### config.mk
export PLATFORM = sky130hd
export DESIGN_NAME = da_fir4
export DESIGN_NICKNAME = d
export VERILOG_FILES = /design/src/rtl/da_fir_pkg.sv /design/src/rtl/da_tap_line.sv /design/src/rtl/da_rom.sv /design/src/rtl/da_scale_acc.sv /design/src/rtl/da_ctrl.sv /design/src/rtl/da_fir4.sv
export SDC_FILE = /design/constraint.sdc
export NUM_CORES = 1
export LEC_CHECK = 0
export BUFFER_PORTS_ARGS = -buffer_cell sky130_fd_sc_hd__buf_2
export CAP_MARGIN = 20
export CORE_UTILIZATION = 55
export CTS_BUF_LIST = sky130_fd_sc_hd__clkbuf_8
export DETAILED_ROUTE_END_ITERATION = 7
export GPL_TIMING_DRIVEN = 0
export PLACE_DENSITY = 0.73
export REMOVE_ABC_BUFFERS = 1
export SLEW_MARGIN = 20
export SYNTH_ARGS = -nofsm -noshare
export SYNTH_HDL_FRONTEND = slang
export SYNTH_SLANG_ARGS = --single-unit
### constraint.sdc
create_clock -name clk -period 2.8 [get_ports clk]
set_input_delay 0.42 -clock clk [delete_from_list [all_inputs] [get_ports clk]]
set_output_delay 0.42 -clock clk [all_outputs]
set_load 0.005 [all_outputs]
### src/rtl/da_fir_pkg.sv
package da_fir_pkg;

  typedef enum logic {
    ST_IDLE = 1'b0,
    ST_RUN  = 1'b1
  } da_state_e;

  // Sum of the coefficients selected by the four index bits.
  function automatic int subset_sum(input int idx, input int k0, input int k1,
                                    input int k2, input int k3);
    int s;
    s = 0;
    if (idx[0]) s = s + k0;
    if (idx[1]) s = s + k1;
    if (idx[2]) s = s + k2;
    if (idx[3]) s = s + k3;
    return s;
  endfunction

endpackage

### src/rtl/da_tap_line.sv
module da_tap_line #(
  parameter int W    = 8,
  parameter int NTAP = 4
) (
  input  logic            clk,
  input  logic            rst_n,
  input  logic            load,
  input  logic            shift,
  input  logic [W-1:0]    sample,
  output logic [NTAP-1:0] bits
);

  logic [W-1:0] hist [NTAP];
  logic [W-1:0] sreg [NTAP];

  for (genvar i = 0; i < NTAP; i++) begin : g_tap
    logic [W-1:0] fresh;
    if (i == 0) begin : g_head
      assign fresh = sample;
    end else begin : g_body
      assign fresh = hist[i-1];
    end

    always_ff @(posedge clk) begin
      if (!rst_n) begin
        hist[i] <= '0;
        sreg[i] <= '0;
      end else if (load) begin
        hist[i] <= fresh;
        sreg[i] <= fresh;
      end else if (shift) begin
        sreg[i] <= {1'b0, sreg[i][W-1:1]};
      end
    end

    assign bits[i] = sreg[i][0];
  end

endmodule

### src/rtl/da_rom.sv
module da_rom
  import da_fir_pkg::*;
#(
  parameter int TW = 10,
  parameter int C0 = 1,
  parameter int C1 = 1,
  parameter int C2 = 1,
  parameter int C3 = 1
) (
  input  logic [3:0]           addr,
  output logic signed [TW-1:0] word
);

  logic signed [TW-1:0] lut [16];

  for (genvar a = 0; a < 16; a++) begin : g_entry
    localparam int ENTRY = subset_sum(a, C0, C1, C2, C3);
    assign lut[a] = TW'(ENTRY);
  end

  assign word = lut[addr];

endmodule

### src/rtl/da_scale_acc.sv
module da_scale_acc #(
  parameter int W  = 8,
  parameter int TW = 10,
  localparam int UW = TW + 1,
  localparam int RW = UW + W
) (
  input  logic                 clk,
  input  logic                 rst_n,
  input  logic                 clear,
  input  logic                 step,
  input  logic                 subtract,
  input  logic signed [TW-1:0] word,
  output logic [RW-1:0]        acc,
  output logic [RW-1:0]        acc_next
);

  logic signed [UW-1:0] upper;
  logic signed [UW-1:0] ext;
  logic signed [UW-1:0] sum;

  always_comb begin
    upper    = acc[RW-1:W];
    ext      = {word[TW-1], word};
    sum      = subtract ? (upper - ext) : (upper + ext);
    acc_next = {sum[UW-1], sum, acc[W-1:1]};
  end

  always_ff @(posedge clk) begin
    if (!rst_n || clear) begin
      acc <= '0;
    end else if (step) begin
      acc <= acc_next;
    end
  end

endmodule

### src/rtl/da_ctrl.sv
module da_ctrl
  import da_fir_pkg::*;
#(
  parameter int W = 8,
  localparam int CNTW = (W > 1) ? $clog2(W) : 1
) (
  input  logic clk,
  input  logic rst_n,
  input  logic in_valid,
  output logic in_ready,
  output logic load,
  output logic step,
  output logic last,
  output logic done
);

  da_state_e       state;
  logic [CNTW-1:0] cnt;

  assign in_ready = (state == ST_IDLE);
  assign load     = in_ready && in_valid;
  assign step     = (state == ST_RUN);
  assign last     = step && (cnt == CNTW'(W - 1));

  always_ff @(posedge clk) begin
    if (!rst_n) begin
      state <= ST_IDLE;
      cnt   <= '0;
      done  <= 1'b0;
    end else begin
      done <= last;
      if (load) begin
        state <= ST_RUN;
        cnt   <= '0;
      end else if (last) begin
        state <= ST_IDLE;
        cnt   <= '0;
      end else if (step) begin
        cnt <= cnt + 1'b1;
      end
    end
  end

endmodule

### src/rtl/da_fir4.sv
module da_fir4 #(
  parameter int W  = 8,
  parameter int CW = 8,
  parameter int C0 = -128,
  parameter int C1 = 127,
  parameter int C2 = -37,
  parameter int C3 = 90,
  localparam int OW = W + CW + 2
) (
  input  logic          clk,
  input  logic          rst_n,
  input  logic          in_valid,
  output logic          in_ready,
  input  logic [W-1:0]  in_sample,
  output logic          out_valid,
  output logic [OW-1:0] out_result
);

  localparam int NTAP = 4;
  localparam int TW   = CW + 2;
  localparam int RW   = TW + 1 + W;

  logic                 load, step, last, done;
  logic [NTAP-1:0]      tap_bits;
  logic signed [TW-1:0] word;
  logic [RW-1:0]        acc, acc_next;

  da_ctrl #(.W(W)) u_ctrl (
    .clk(clk), .rst_n(rst_n), .in_valid(in_valid), .in_ready(in_ready),
    .load(load), .step(step), .last(last), .done(done)
  );

  da_tap_line #(.W(W), .NTAP(NTAP)) u_taps (
    .clk(clk), .rst_n(rst_n), .load(load), .shift(step),
    .sample(in_sample), .bits(tap_bits)
  );

  da_rom #(.TW(TW), .C0(C0), .C1(C1), .C2(C2), .C3(C3)) u_rom (
    .addr(tap_bits), .word(word)
  );

  da_scale_acc #(.W(W), .TW(TW)) u_acc (
    .clk(clk), .rst_n(rst_n), .clear(load), .step(step),
    .subtract(last), .word(word), .acc(acc), .acc_next(acc_next)
  );

  always_ff @(posedge clk) begin
    if (!rst_n) begin
      out_result <= '0;
    end else if (last) begin
      out_result <= acc_next[OW-1:0];
    end
  end

  assign out_valid = done;

endmodule

Word-level counts from Yosys, hierarchy flattened
Memory sizes are Yosys's and may differ from the RTL's.
Index checks and enable logic that the tools add are counted.
{ "word_totals": {"ramBits": 64, "n_memories": 3, "mem_bits_ro": 160, "wordCells": 59, "output_inout_bits": 20, "reg_bits": 41, "input_bits": 11} }
{ "classes": {"n_bitwise": 15, "n_addsub": 3, "magnitude_cmp": 1, "n_mux": 25, "n_eq_ne": 1, "reduce_logical": 6} }
{ "mem_list": {"columns": ["memory", "words", "width", "rd", "rd_ports_with_merged_regs", "wr", "line", "rtl"], "rows": [
  ["(no name shown)", 16, 10, 1, 0, 0, "da_rom.sv:21", "assign word = lut[addr];"],
  ["u_taps.hist", 4, 8, 3, 0, 4, "da_tap_line.sv:13", "logic [W-1:0] hist [NTAP];"],
  ["u_taps.sreg", 4, 8, 4, 0, 4, "da_tap_line.sv:14", "logic [W-1:0] sreg [NTAP];"]
]} }
{ "op_table": {"columns": ["cell", "count"], "rows": [
  ["two-way mux 8 bit", 12],
  ["two-way mux 10 bit", 2],
  ["OR 1 bit", 12],
  ["adder 10 x 10 -> 11 bit", 1],
  ["two-way mux 11 bit", 1],
  ["subtractor 10 x 10 -> 11 bit", 1],
  ["two-way mux 1 bit", 10],
  ["greater-or-equal comparator 5 bit (second input constant)", 1],
  ["NOT 4 -> 5 bit", 1],
  ["adder 3 x 1 -> 3 bit (second input constant)", 1],
  ["equality test 3 bit (second input constant)", 1],
  ["OR reduction 3 bit", 1],
  ["logical AND 1 bit", 2],
  ["NOT 1 bit", 2],
  ["nonzero test 2 bit", 1],
  ["logical NOT 1 bit", 1],
  ["logical OR 1 bit", 1]
]} }

Depth between registers and ports, before layout
Gate-level depths: netlist of run 1.
{ "depth": {"ltp_word": 7, "mapped_depth": 15, "depth_no_buf": 15} }

By module
Synthesis of run 1 repeated with hierarchy kept, for this count alone.
{ "hier_totals": {"hier_cells": 426, "area_unflattened_um2": 4917.2} }
{ "by_module_without_submodules": {"columns": ["mod", "cells_each", "area_each_um2", "seq_area_each_um2", "instances"], "rows": [
  ["da_tap_line", 134, 2301.0, 1681.6, 1],
  ["da_scale_acc", 185, 1477.7, 360.3, 1],
  ["da_fir4", 57, 688.2, 360.3, 1],
  ["da_ctrl", 24, 260.2, 100.1, 1],
  ["da_rom", 26, 190.2, 0.0, 1]
]} }

Worst setup path before layout of run 1
No wires, ideal clock.
{ "synth_timing": {"kind": "flip-flop to flip-flop", "start": "mem u_taps.sreg[2][0] (netlist: u_taps.sreg[1][0])", "end": "reg u_acc.acc[17] (netlist name)", "path_buffers": 0, "slack_ns": -0.127, "period_less_slack_ns": 2.927, "stages_incl_launch_ff": 16, "arrival_time_ns": 2.848, "setup_time_ns": 0.079, "required_ns": 2.721, "path_cell_list": "edfxtp_1 inv_1 ha_1 nand2_1 o21ai_0 ha_1 and2b_2 nor3_1 a21oi_1 ha_1 a21oi_1 o21ai_0 a21oi_1 o21ai_0 xnor2_1 a211oi_2"} }
{ "synth_rtl": {"columns": ["element", "line"], "rows": [
  ["start, declared", "da_tap_line.sv:14"]
]} }

==> key figures, run 1 <==
Run status
  • Status: complete, but fails checks
  • Failing checks: setup timing

Global routing
  • GRT Overall Usage: 19.42%
  • GR met3 Demand/Resource: 4.569%
  • Number of global-route vias before repair: 2638
  • Most used routing layer: met2
  • GR Overflow Total: 0
  • First-pass GRT wire length: between 10 and 15 mm
  • Initial antenna violation count: 0
  • Met1 Usage GRT: 26.73%
  • Grt met2 use: 30.32%
  • Largest net degree at the start of global routing: 36

Timing
  • Final Hold Viols: 0
  • Worst Tran Pin Value: 703.9 ps
  • Max Fclk: 343.2 MHz
  • Final setup fails: 7
  • RSZ-0062 raised after global routing: true
  • Max_slew headroom: 52.96%
  • Slew Limit Fails: 0
  • Setup TNS: -400.2 ps
  • Crit path time final: 2914 ps
  • Final Skew: 15.77 ps
  • Tcrit/Tclk final: 104.1%
  • Setup slack after layout: -114.2 ps

Placed design
  • Place WS: -563.2 ps
  • IO Port Bufs: 30
  • Placed cell areas: roughly 4500 µm²
  • Post-DP HPWL: around 4.9 mm
  • RePlAce Congestion: 0.8269

Die
  • CORE AREA: roughly 7400 µm²
  • Initial Util: 57.59%
  • Chip Height: between 80 and 90 µm
  • I/O pins: 31
  • DIE WIDTH: between 80 and 90 µm
  • Die ar.: 8072 µm²
  • Row Count: 31

Synth
  • Synth Instances: ~360
  • Mapped Area: 4244 µm²
  • Top_reg_cell synth: edfxtp_1
  • Async SR Flop Fraction: 0%
  • Yosys cell types: 46
  • Syn avg cell area: 11.92 µm²
  • Post-synth EDFFs: 56
  • Sequential share of the synthesized area: just under 60%
  • Yosys warns: 0
  • Flops & latches, synth: 96

Setup path
  • Critical path arrival: 3200 ps
  • Critical Path Start Type: register
  • WP data required: 3090 ps
  • Crit-path max FO: 5
  • Worst Setup Path Type: reg2reg
  • Critical Path Sink Type: register

Pwr
  • Pleak: 2.296 nW
  • Internal power: 2.354 mW
  • PwrDens: 650.8 nW/µm²
  • Net Sw Power: 969.3 µW
  • Seq pwr share: 48.9%
  • Sw Ratio: 29.17%
  • Combinational Power Share: 22.5%
  • Clk pwr share: 28.6%
  • VDD IR max: 0.4227 mV

Clock tree
  • Clock transition at the registers of the reported paths: 100 ps
  • CTS Hold Buffers Added: 0
  • Total CTS buffers: 9
  • Buffer levels on the longest clock path: 2
  • H-tree levels: 3
  • TritonCTS clock tree: built
  • CTS Sinks: 96
  • CTS root buffer: clkbuf_8
  • Clk_lat worst skew: 370 ps

Layout
  • Highest-count cells in the layout ignoring fill and taps: 56 x edfxtp_1, 39 x dfxtp_1, 30 x buf_2
  • ANT cells: 0
  • Commonest non-fill, non-tap cell in the layout: edfxtp_1
  • Net count, final: about 430
  • P&R area growth vs syn: 20.31%
  • Cell area after layout: 5106 µm²
  • Layout cells sized above 1: between 20% and 30%

Detailed routing
  • Wire per inst: 16.00 µm
  • Post-DRT Antenna Nets: 0
  • DRT iter0 DRCs: 132
  • Via count: 2815
  • DRC: 0
  • Final wirelength: 8.110 mm
  • Via/cell ratio: 5.552
  • Pre-antenna DRT Iters: 4

Hold path
  • Min-delay worst type: in2reg

Flow run
  • Max-Cap Viols: 0
## per-stage QoR
stage | hold WS (ps) | utilization (%) | std cells | total power [mW]
floorplan | 441.7 | - | 338 | 2.070
global placement | 435.4 | 60.32 | 467 | 2.175
detailed placement | 450.8 | 61.34 | 469 | 2.208
CTS | 325.3 | 66.20 | 492 | 3.232
global route | 321.2 | 69.29 | 507 | 3.479
finish | 333.6 | 69.29 | 507 | 3.323
## path summary, 6_finish.rpt
kind,startpoint,to,slack (ps),cells past startpoint
worst min-delay path,in_sample[7],u_taps.hist[0][7],330,2
worst min register to register,out_result[16],out_result[16],470,2
worst max register to register,u_taps.sreg[1][0],u_acc.acc[17],-110,15
worst max-delay path,u_taps.sreg[1][0],u_acc.acc[17],-110,15
## timing repair
action / 4_1_cts / 5_1_grt
endpoints found under the setup margin: 13 / 10
resized for setup: 24 / 16
setup buffers: 7 / 14
pin swaps: 12 / 16
## cell usage after synthesis, types with 2 or more instances
cell type | number | share of area (%)
edfxtp_1 | 56 | 40
dfxtp_1 | 40 | 19
and2_1 | 29 | 4.3
a21o_1 | 25 | 4.4
nor2_1 | 23 | 2.0
ha_1 | 19 | 5.6
nand2_1 | 19 | 1.7
a22o_1 | 18 | 3.7
mux2i_1 | 14 | 3.3
a21oi_1 | 13 | 1.5
clkbuf_1 | 13 | 1.1
inv_1 | 13 | 1.1
o21ai_0 | 10 | 1.2
xor2_1 | 7 | 1.4
nor3_1 | 6 | 0.71
xnor2_1 | 5 | 1.0
buf_2 | 4 | 0.47
a211oi_1 | 3 | 0.53
and3_1 | 3 | 0.44
nand3_1 | 3 | 0.35
nor2b_1 | 3 | 0.44
a21boi_0 | 2 | 0.35
a41oi_1 | 2 | 0.41
and2b_2 | 2 | 0.41
nand4_1 | 2 | 0.29
o21a_1 | 2 | 0.35
## worst max-delay path, stage by stage, from the launching register on
cell,delay (ps)
edfxtp_1,400
inv_2,90
ha_4,180
nand2_4,90
o21ai_4,70
ha_4,160
and2b_2,200
nor3_2,130
a21oi_1,80
ha_1,370
a21oi_1,190
o21ai_1,110
a21oi_2,250
o21ai_1,130
xnor2_1,160
a211oi_2,210
## power by group through the flow
stage               sequential (mW)  clock (mW)  combinational, mW
global route                   1.63        1.03              0.814
global placement               1.66           0              0.516
CTS                            1.63       0.969              0.636
floorplan                      1.65           0              0.423
detailed placement             1.66           0              0.544
finish                         1.62       0.952              0.746
## flip-flops by register name, summed over array words and instances (netlist names)
| signal | cells |
|---|---|
| u_ctrl.step | 1 |
| u_taps.hist | 24 |
| u_ctrl.cnt | 3 |
| u_acc.acc | 17 |
| u_ctrl.done | 1 |
| u_taps.sreg | 32 |
| out_result | 18 |
## logic make-up after synthesis
| family | count (synthesis) | share of synthesized area, % |
|---|---|---|
| AO/OA/AOI/OAI | 86 | 15.01 |
| XOR/XNOR | 12 | 2.476 |
| adder cells (fa/ha/maj) | 20 | 6.073 |
| buffers and inverters | 31 | 2.860 |
| flip-flops | 96 | 58.49 |
| multiplexers | 14 | 3.302 |
| AND/OR/NAND/NOR | 97 | 11.79 |
## area by class of cell
cell class / count / area [µm²]
Sequential cell: 96 / 2486
Fill cell: 519 / 2263
Multi-Input combinational cell: 229 / 1826
Timing Repair Buffer: 54 / 410.4
Clock buffer: 9 / 123.9
Tap cell: 99 / 123.9
Clock inverter: 7 / 87.58
Inverter: 13 / 48.80
## routing by layer
layer  wire length (µm)  up-vias
met5                  0        -
met4                 72        0
met3                351        7
met2               3981       57
met1               3704     1373
li1                   -     1378
No activity file was read; power rests on OpenSTA's default activity.
==> run 2: changes to the inputs <==
- ABC_AREA: unset -> 1
- PLACE_DENSITY: 0.73 -> 0.72
==> run 2 against run 1 <==
  * The run still ends with setup timing left
  * Via count is 14% higher
  * Sequential power about the same
  * Area after synthesis increased by 6.5%
  * Cell count up 18%
  * First-iteration DRC count rose by 130%
  * Sequential cell count unchanged
  * Cell area is 2.4% higher
  * Die area rose by 6.3%
  * Largest cell class unchanged
==> key figures, run 2 <==
Synth
  • Area contributors post-synth: edfxtp_1 37%, dfxtp_1 18%, nand2_1 6.3%, ha_1 5.3%, inv_1 4.3%
  • Synth top area share: 37.22% (-2.4 points)
  • Async SR Flop Fraction: 0% (unchanged)
  • Top_reg_cell synth: edfxtp_1
  • Most instantiated cells after synthesis: 76 x nand2_1, 56 x edfxtp_1, 52 x inv_1
  • Mapped Area: 4518 µm² (+6.5%)
  • Syn avg cell area: 9.974 µm² (-16%)
  • Flops & latches, synth: 96 (unchanged)
  • Sequential share of the synthesized area: 54.94% (-3.5 points)
  • Synth Instances: 453 (+27%)
  • Yosys warns: 0 (unchanged)
  • Count leader, synth: nand2_1
  • Post-synth EDFFs: 56 (unchanged)
  • Yosys cell types: 43 (-6.5%)
  • Largest area contributor in the netlist: edfxtp_1

Die
  • Row Count: 32 (+3.2%)
  • Die ar.: 8581 µm² (+6.3%)
  • DIE WIDTH: 92.64 µm (+3.1%)
  • Initial Util: 57.57% (about the same)
  • Chip Height: 92.64 µm (+3.1%)
  • I/O pins: 31 (unchanged)
  • CORE AREA: 7848 µm² (+6.5%)

Run status
  • Status: complete, but fails checks
  • Failing checks: setup timing

Pwr
  • Tot Pwr: 3.453 mW (+3.9%)
  • Pleak: 2.290 nW (-0.25%)
  • VDD IR max: 0.4644 mV (+9.8%)
  • PwrDens: 660.8 nW/µm² (+1.5%)

Setup path
  • Crit-path max cell delay: 400 ps (about the same)
  • Critical path arrival: 3130 ps (-70 ps)
  • Worst Setup Path Type: reg2reg
  • WP data required: 3080 ps (about the same)
  • Critical Path Sink Type: register
  • Critical Path Start Type: register
  • Crit-path max FO: 5 (unchanged)
  • Critical path cell sequence: inv_2 -> buf_4 -> ha_1 -> o21ai_2 -> ha_2 -> nor2_2 -> xnor2_2 -> inv_1 -> ha_4 -> a21oi_4 -> o21ai_2 -> nor2_2 -> nor2_1 -> nor2_1 -> xor2_1 -> nand2_1 -> nand2_1 -> inv_1
  • Worst path slowest cell: edfxtp_1

Placed design
  • Post-DP HPWL: 5.340 mm (+10%)
  • IO Port Bufs: 30 (unchanged)
  • Placed cell areas: 4700 µm² (+4.0%)
  • Post-Place Cells: 566 (+21%)
  • RePlAce Congestion: 0.9013 (+9.0%)

Detailed routing
  • Via count: 3197 (+14%)
  • Pre-antenna DRT Iters: 5 (+1)
  • Wire per inst: 14.87 µm (-7.0%)
  • DRC: 0 (unchanged)
  • Final wirelength: 8.907 mm (+9.8%)
  • DRT iter0 DRCs: 302 (+130%)
  • Post-DRT Antenna Nets: 0 (unchanged)
  • Via/cell ratio: 5.337 (-3.9%)

Clock tree
  • CTS Sinks: 96 (unchanged)
  • TritonCTS clock tree: built
  • Clock transition at the registers of the reported paths: 100 ps (about the same)
  • Buffer levels on the longest clock path: 2 (unchanged)
  • H-tree levels: 3 (unchanged)
  • CTS root buffer: clkbuf_8
  • CTS Hold Buffers Added: 0 (unchanged)
  • Clk_lat worst skew: 370 ps (about the same)
  • Total CTS buffers: 9 (unchanged)

Layout
  • Top flop regs: u_taps.sreg (32), u_taps.hist (24), out_result (18)
  • Largest Register: u_taps.sreg
  • Fillers: 640 (+23%)
  • Net count, final: 523 (+21%)
  • ANT cells: 0 (unchanged)
  • Layout cells sized above 1: 26.96% (+0.74 points)
  • Final Core Density: 66.60% (-2.7 points)
  • Cell area after layout: 5226 µm² (+2.4%)
  • Flip-flop count of the largest register after layout: 32 (unchanged)
  • Non-Filler Instances: 599 (+18%)
  • P&R area growth vs syn: 15.67%
  • Highest-count cells in the layout ignoring fill and taps: 70 x nand2_1, 56 x edfxtp_1, 48 x inv_1
  • Commonest non-fill, non-tap cell in the layout: nand2_1

Timing
  • Final setup fails: 2 (-5)
  • Max Fclk: 350.6 MHz (+2.2%)
  • Crit path time final: 2852 ps (-62.17 ps)
  • Worst Tran Pin Value: 917.8 ps (+213.8 ps)
  • Final Skew: 12.80 ps (-2.972 ps)
  • Worst-case hold slack: 267.4 ps (-66.20 ps)
  • Max_slew headroom: 38.59% (-14 points)
  • Final Hold Viols: 0 (unchanged)
  • RSZ-0062 raised after global routing: true
  • Setup slack after layout: -51.99 ps (+62.17 ps)
  • Slew Limit Fails: 0 (unchanged)
  • Tcrit/Tclk final: 101.9% (-2.2 points)

Global routing
  • GR Overflow Total: 0 (unchanged)
  • Initial antenna violation count: 0 (unchanged)
  • GRT Overall Usage: 22.22% (+2.8 points)
  • Largest net degree at the start of global routing: 38 (+5.6%)
  • First-pass GRT wire length: 14.79 mm (+20%)
  • Number of global-route vias before repair: 3215 (+22%)

Hold path
  • Min-delay worst type: in2reg

Flow run
  • Max-Cap Viols: 0 (unchanged)
==> run 2: cell types whose count changed after synthesis, moves of 8 or more <==
cell / previous run / this run
a21o_1: 25 / 2
a22o_1: 18 / 8
a31o_1: 0 / 13
a31o_2: 0 / 8
and2_1: 29 / 0
clkbuf_1: 13 / 5
inv_1: 13 / 52
mux2i_1: 14 / 0
nand2_1: 19 / 76
nand3_1: 3 / 25
nor2_1: 23 / 44
==> run 2: area by class of cell <==
cell class / count / area (µm²) / area share, %
Inverter: 58 / 221.5 / 4.237
Sequential cell: 96 / 2486 / 47.57
Timing Repair Buffer: 47 / 302.8 / 5.794
Clock buffer: 9 / 123.9 / 2.370
Clock inverter: 7 / 75.07 / 1.436
Multi-Input combinational cell: 280 / 1889 / 36.15
Tap cell: 102 / 127.6 / 2.442
==> run 2: layer usage <==
| layer | vias to the layer above | share of wire, % | GRT usage (%) |
|---|---|---|---|
| met5 | - | 0 | 0 |
| met4 | 0 | 1.9 | 10.26 |
| met3 | 12 | 3.6 | 3.448 |
| met2 | 61 | 49 | 36.73 |
| met1 | 1530 | 45 | 28.77 |
| li1 | 1594 | - | - |
==> run 2: through the flow <==
step	setup WS (ps)	setup TNS, ps
2_1_floorplan	-572.6	-10720
3_3_place_gp	-1530	-93310
3_5_place_dp	-450.8	-4068
4_1_cts	6.077	0
5_1_grt	-215.8	-1392
6_report	-51.99	-74.79
==> run 2: kinds of logic after synthesis <==
family	synth area share, %
fa+ha+maj	5.705
simple gates	17.81
compound gates	12.38
xor+xnor	2.133
flops	54.94
buf+inv	7.034
==> run 2: final timing paths <==
check / start / endpoint / slack (ps) / cells after the start
max reg2reg: u_taps.sreg[0][8] / u_acc.acc[14] / -50 / 18
min reg2reg: out_result[17] / out_result[17] / 450 / 2
min: in_valid / u_ctrl.step / 270 / 2
max: u_taps.sreg[0][8] / u_acc.acc[14] / -50 / 18
==> run 2: report_power, final <==
group          switching (mW)  leakage, nW  total [mW]  internal, mW
registers              0.0503        0.941        1.64          1.59
clock network           0.507        0.102       0.930         0.423
logic                   0.512         1.25       0.887         0.374
==> run 2: repair_timing <==
item,in CTS,in global routing
gates resized for setup,20,24
pin swaps,10,17
setup endpoints to repair,18,13
buffers inserted,11,6
==> run 2: worst max-delay path: cells and delay by family (launching register included) <==
kind	cells	cell delay (ps)
AOI/OAI and AO/OA	3	420
xor gates and xnor gates	2	400
adders and majority gates	3	750
buffers and inverters	4	330
DFF	1	400
and+or+nand+nor	6	450
==> run 3: changes to the inputs <==
- CTS_CLUSTER_SIZE: unset -> 12
- RECOVER_POWER: unset -> 25
==> run 3 against run 2 <==
  * Hold slack improved by 0.60 ps
  * Sequential cell count stayed put
  * Wire length grew 0.30%
  * Total power is essentially flat
  * The flow still finishes with violations (setup timing)
  * Core utilization hardly changed
  * First-iteration DRC count shrank 7.6%
  * Largest power group unchanged
  * Cell area about the same
==> key figures, run 3 (same netlist as run 2, synthesis figures left out) <==
Die
  • Die ar.: 8581 µm² (unchanged)
  • Initial Util: 57.57% (unchanged)
  • DIE WIDTH: 92.64 µm (unchanged)
  • CORE AREA: 7848 µm² (unchanged)
  • Row Count: 32 (unchanged)
  • I/O pins: 31 (unchanged)
  • Chip Height: 92.64 µm (unchanged)

Layout
  • Highest-count cells in the layout ignoring fill and taps: 70 x nand2_1, 56 x edfxtp_1, 48 x inv_1
  • Final Core Density: 66.55% (about the same)
  • Layout cells sized above 1: 26.36% (-0.60 points)
  • Cell area after layout: 5223 µm² (about the same)
  • ANT cells: 0 (unchanged)
  • Net count, final: 523 (unchanged)
  • Largest Register: u_taps.sreg
  • Top flop regs: u_taps.sreg (32), u_taps.hist (24), out_result (18)
  • P&R area growth vs syn: 15.59% (about the same)
  • Non-Filler Instances: 599 (unchanged)
  • Flip-flop count of the largest register after layout: 32 (unchanged)
  • Commonest non-fill, non-tap cell in the layout: nand2_1

Timing
  • Max Fclk: 351.3 MHz (+0.19%)
  • Worst-case hold slack: 268.0 ps (+0.6010 ps)
  • Setup TNS: -79.23 ps (-4.445 ps)
  • Setup slack after layout: -46.65 ps (+5.348 ps)
  • Final setup fails: 3 (+1)
  • Crit path time final: 2847 ps (-5.348 ps)
  • Max_slew headroom: 36.97% (-1.6 points)
  • Tcrit/Tclk final: 101.7% (-0.19 points)
  • Final Skew: 12.86 ps (+0.06170 ps)
  • Final Hold Viols: 0 (unchanged)
  • Slew Limit Fails: 0 (unchanged)
  • RSZ-0062 raised after global routing: true
  • Worst Tran Pin Value: 941.9 ps (+24.20 ps)

Detailed routing
  • DRT iter0 DRCs: 279 (-7.6%)
  • Final wirelength: 8.934 mm (+0.30%)
  • Via/cell ratio: 5.322 (-0.28%)
  • Post-DRT Antenna Nets: 0 (unchanged)
  • Wire per inst: 14.91 µm (+0.30%)
  • DRC: 0 (unchanged)
  • Pre-antenna DRT Iters: 4 (-1)
  • Via count: 3188 (-0.28%)

Placed design
  • IO Port Bufs: 30 (unchanged)
  • Post-Place Cells: 566 (unchanged)
  • Placed cell areas: 4700 µm² (unchanged)
  • Post-DP HPWL: 5.340 mm (unchanged)
  • RePlAce Congestion: 0.9013 (unchanged)
  • Place WS: -450.8 ps (unchanged)

Global routing
  • GRT Overall Usage: 22.22% (unchanged)
  • Largest net degree at the start of global routing: 38 (unchanged)
  • GR Overflow Total: 0 (unchanged)
  • First-pass GRT wire length: 14.79 mm (unchanged)
  • Initial antenna violation count: 0 (unchanged)
  • Number of global-route vias before repair: 3215 (unchanged)

Setup path
  • WP data required: 3070 ps (about the same)
  • Worst path slowest cell: edfxtp_1
  • Worst path top cell family by delay: adder cells
  • Crit-path max cell delay: 400 ps (about the same)
  • Critical Path Start Type: register
  • Critical path cell sequence: inv_2 -> buf_4 -> ha_1 -> o21ai_2 -> ha_2 -> nor2_2 -> xnor2_2 -> inv_1 -> ha_4 -> a21oi_4 -> o21ai_2 -> nor2_2 -> nor2_1 -> nor2_1 -> xor2_1 -> nand2_1 -> nand2_1 -> inv_1
  • Critical Path Sink Type: register
  • Critical path arrival: 3120 ps (about the same)
  • Buf+Inv Stages, Crit Path: 4 (unchanged)
  • Crit-path max FO: 5 (unchanged)
  • Worst Setup Path Type: reg2reg

Clock tree
  • Clock transition at the registers of the reported paths: 100 ps (about the same)
  • Clk_lat worst skew: 370 ps (about the same)
  • Buffer levels on the longest clock path: 2 (unchanged)
  • H-tree levels: 3 (unchanged)
  • CTS root buffer: clkbuf_8
  • Total CTS buffers: 9 (unchanged)
  • CTS Hold Buffers Added: 0 (unchanged)
  • CTS Sinks: 96 (unchanged)
  • TritonCTS clock tree: built

Pwr
  • PwrDens: 661.0 nW/µm² (about the same)
  • Pleak: 2.277 nW (-0.58%)
  • VDD IR max: 0.4643 mV (about the same)
  • Tot Pwr: 3.452 mW (about the same)

Run status
  • Failing checks: setup timing
  • Status: complete, but fails checks

Hold path
  • Min-delay worst type: in2reg

Flow run
  • Max-Cap Viols: 0 (unchanged)
==> run 3: layout make-up <==
class | instances | area, µm²
well taps | 102 | 127.6
multi-input cells | 280 | 1889
clock inverters | 7 | 75.07
clock buffers | 9 | 123.9
inverters | 58 | 221.5
flip-flops and latches | 96 | 2486
repair buffers | 47 | 299.0
fillers | 642 | 2625
==> run 3: worst paths after layout <==
| path | slack [ps] | depth (start not counted) | to | startpoint |
|---|---|---|---|---|
| setup / recovery | -50 | 18 | u_acc.acc[14] | u_taps.sreg[0][8] |
| hold / removal | 270 | 2 | u_ctrl.step | in_valid |
| setup reg to reg | -50 | 18 | u_acc.acc[14] | u_taps.sreg[0][8] |
| hold reg to reg | 450 | 2 | out_result[17] | out_result[17] |
==> run 3: routing by layer <==
metal	vias up	global-route usage, %	wire (µm)
met5	-	0	0
met2	51	36.73	4428
met3	12	3.448	315
met4	0	10.26	163
met1	1529	28.77	4027
li1	1596	-	-
==> run 3: power breakdown <==
part	switching [mW]	total (mW)	internal, mW
clock network	0.507	0.930	0.423
registers	0.0501	1.64	1.59
logic	0.512	0.886	0.374
total	1.07	3.45	2.38
==> run 3: timing repair <==
item,in CTS,in global routing
setup buffers,11,6
gates cloned,0,0
pin swaps,10,17
hold endpoints to repair,0,0
gates resized for setup,20,24
endpoints found under the setup margin,18,13
==> run 3: worst reg2reg max path: cells and delay by family (launching register included) <==
kind                       cells  cell delay, ps
and+or+nand+nor                6             440
AOI/OAI and AO/OA              3             410
DFF                            1             400
xor gates and xnor gates       2             400
buffers and inverters          4             330
adders and majority gates      3             750
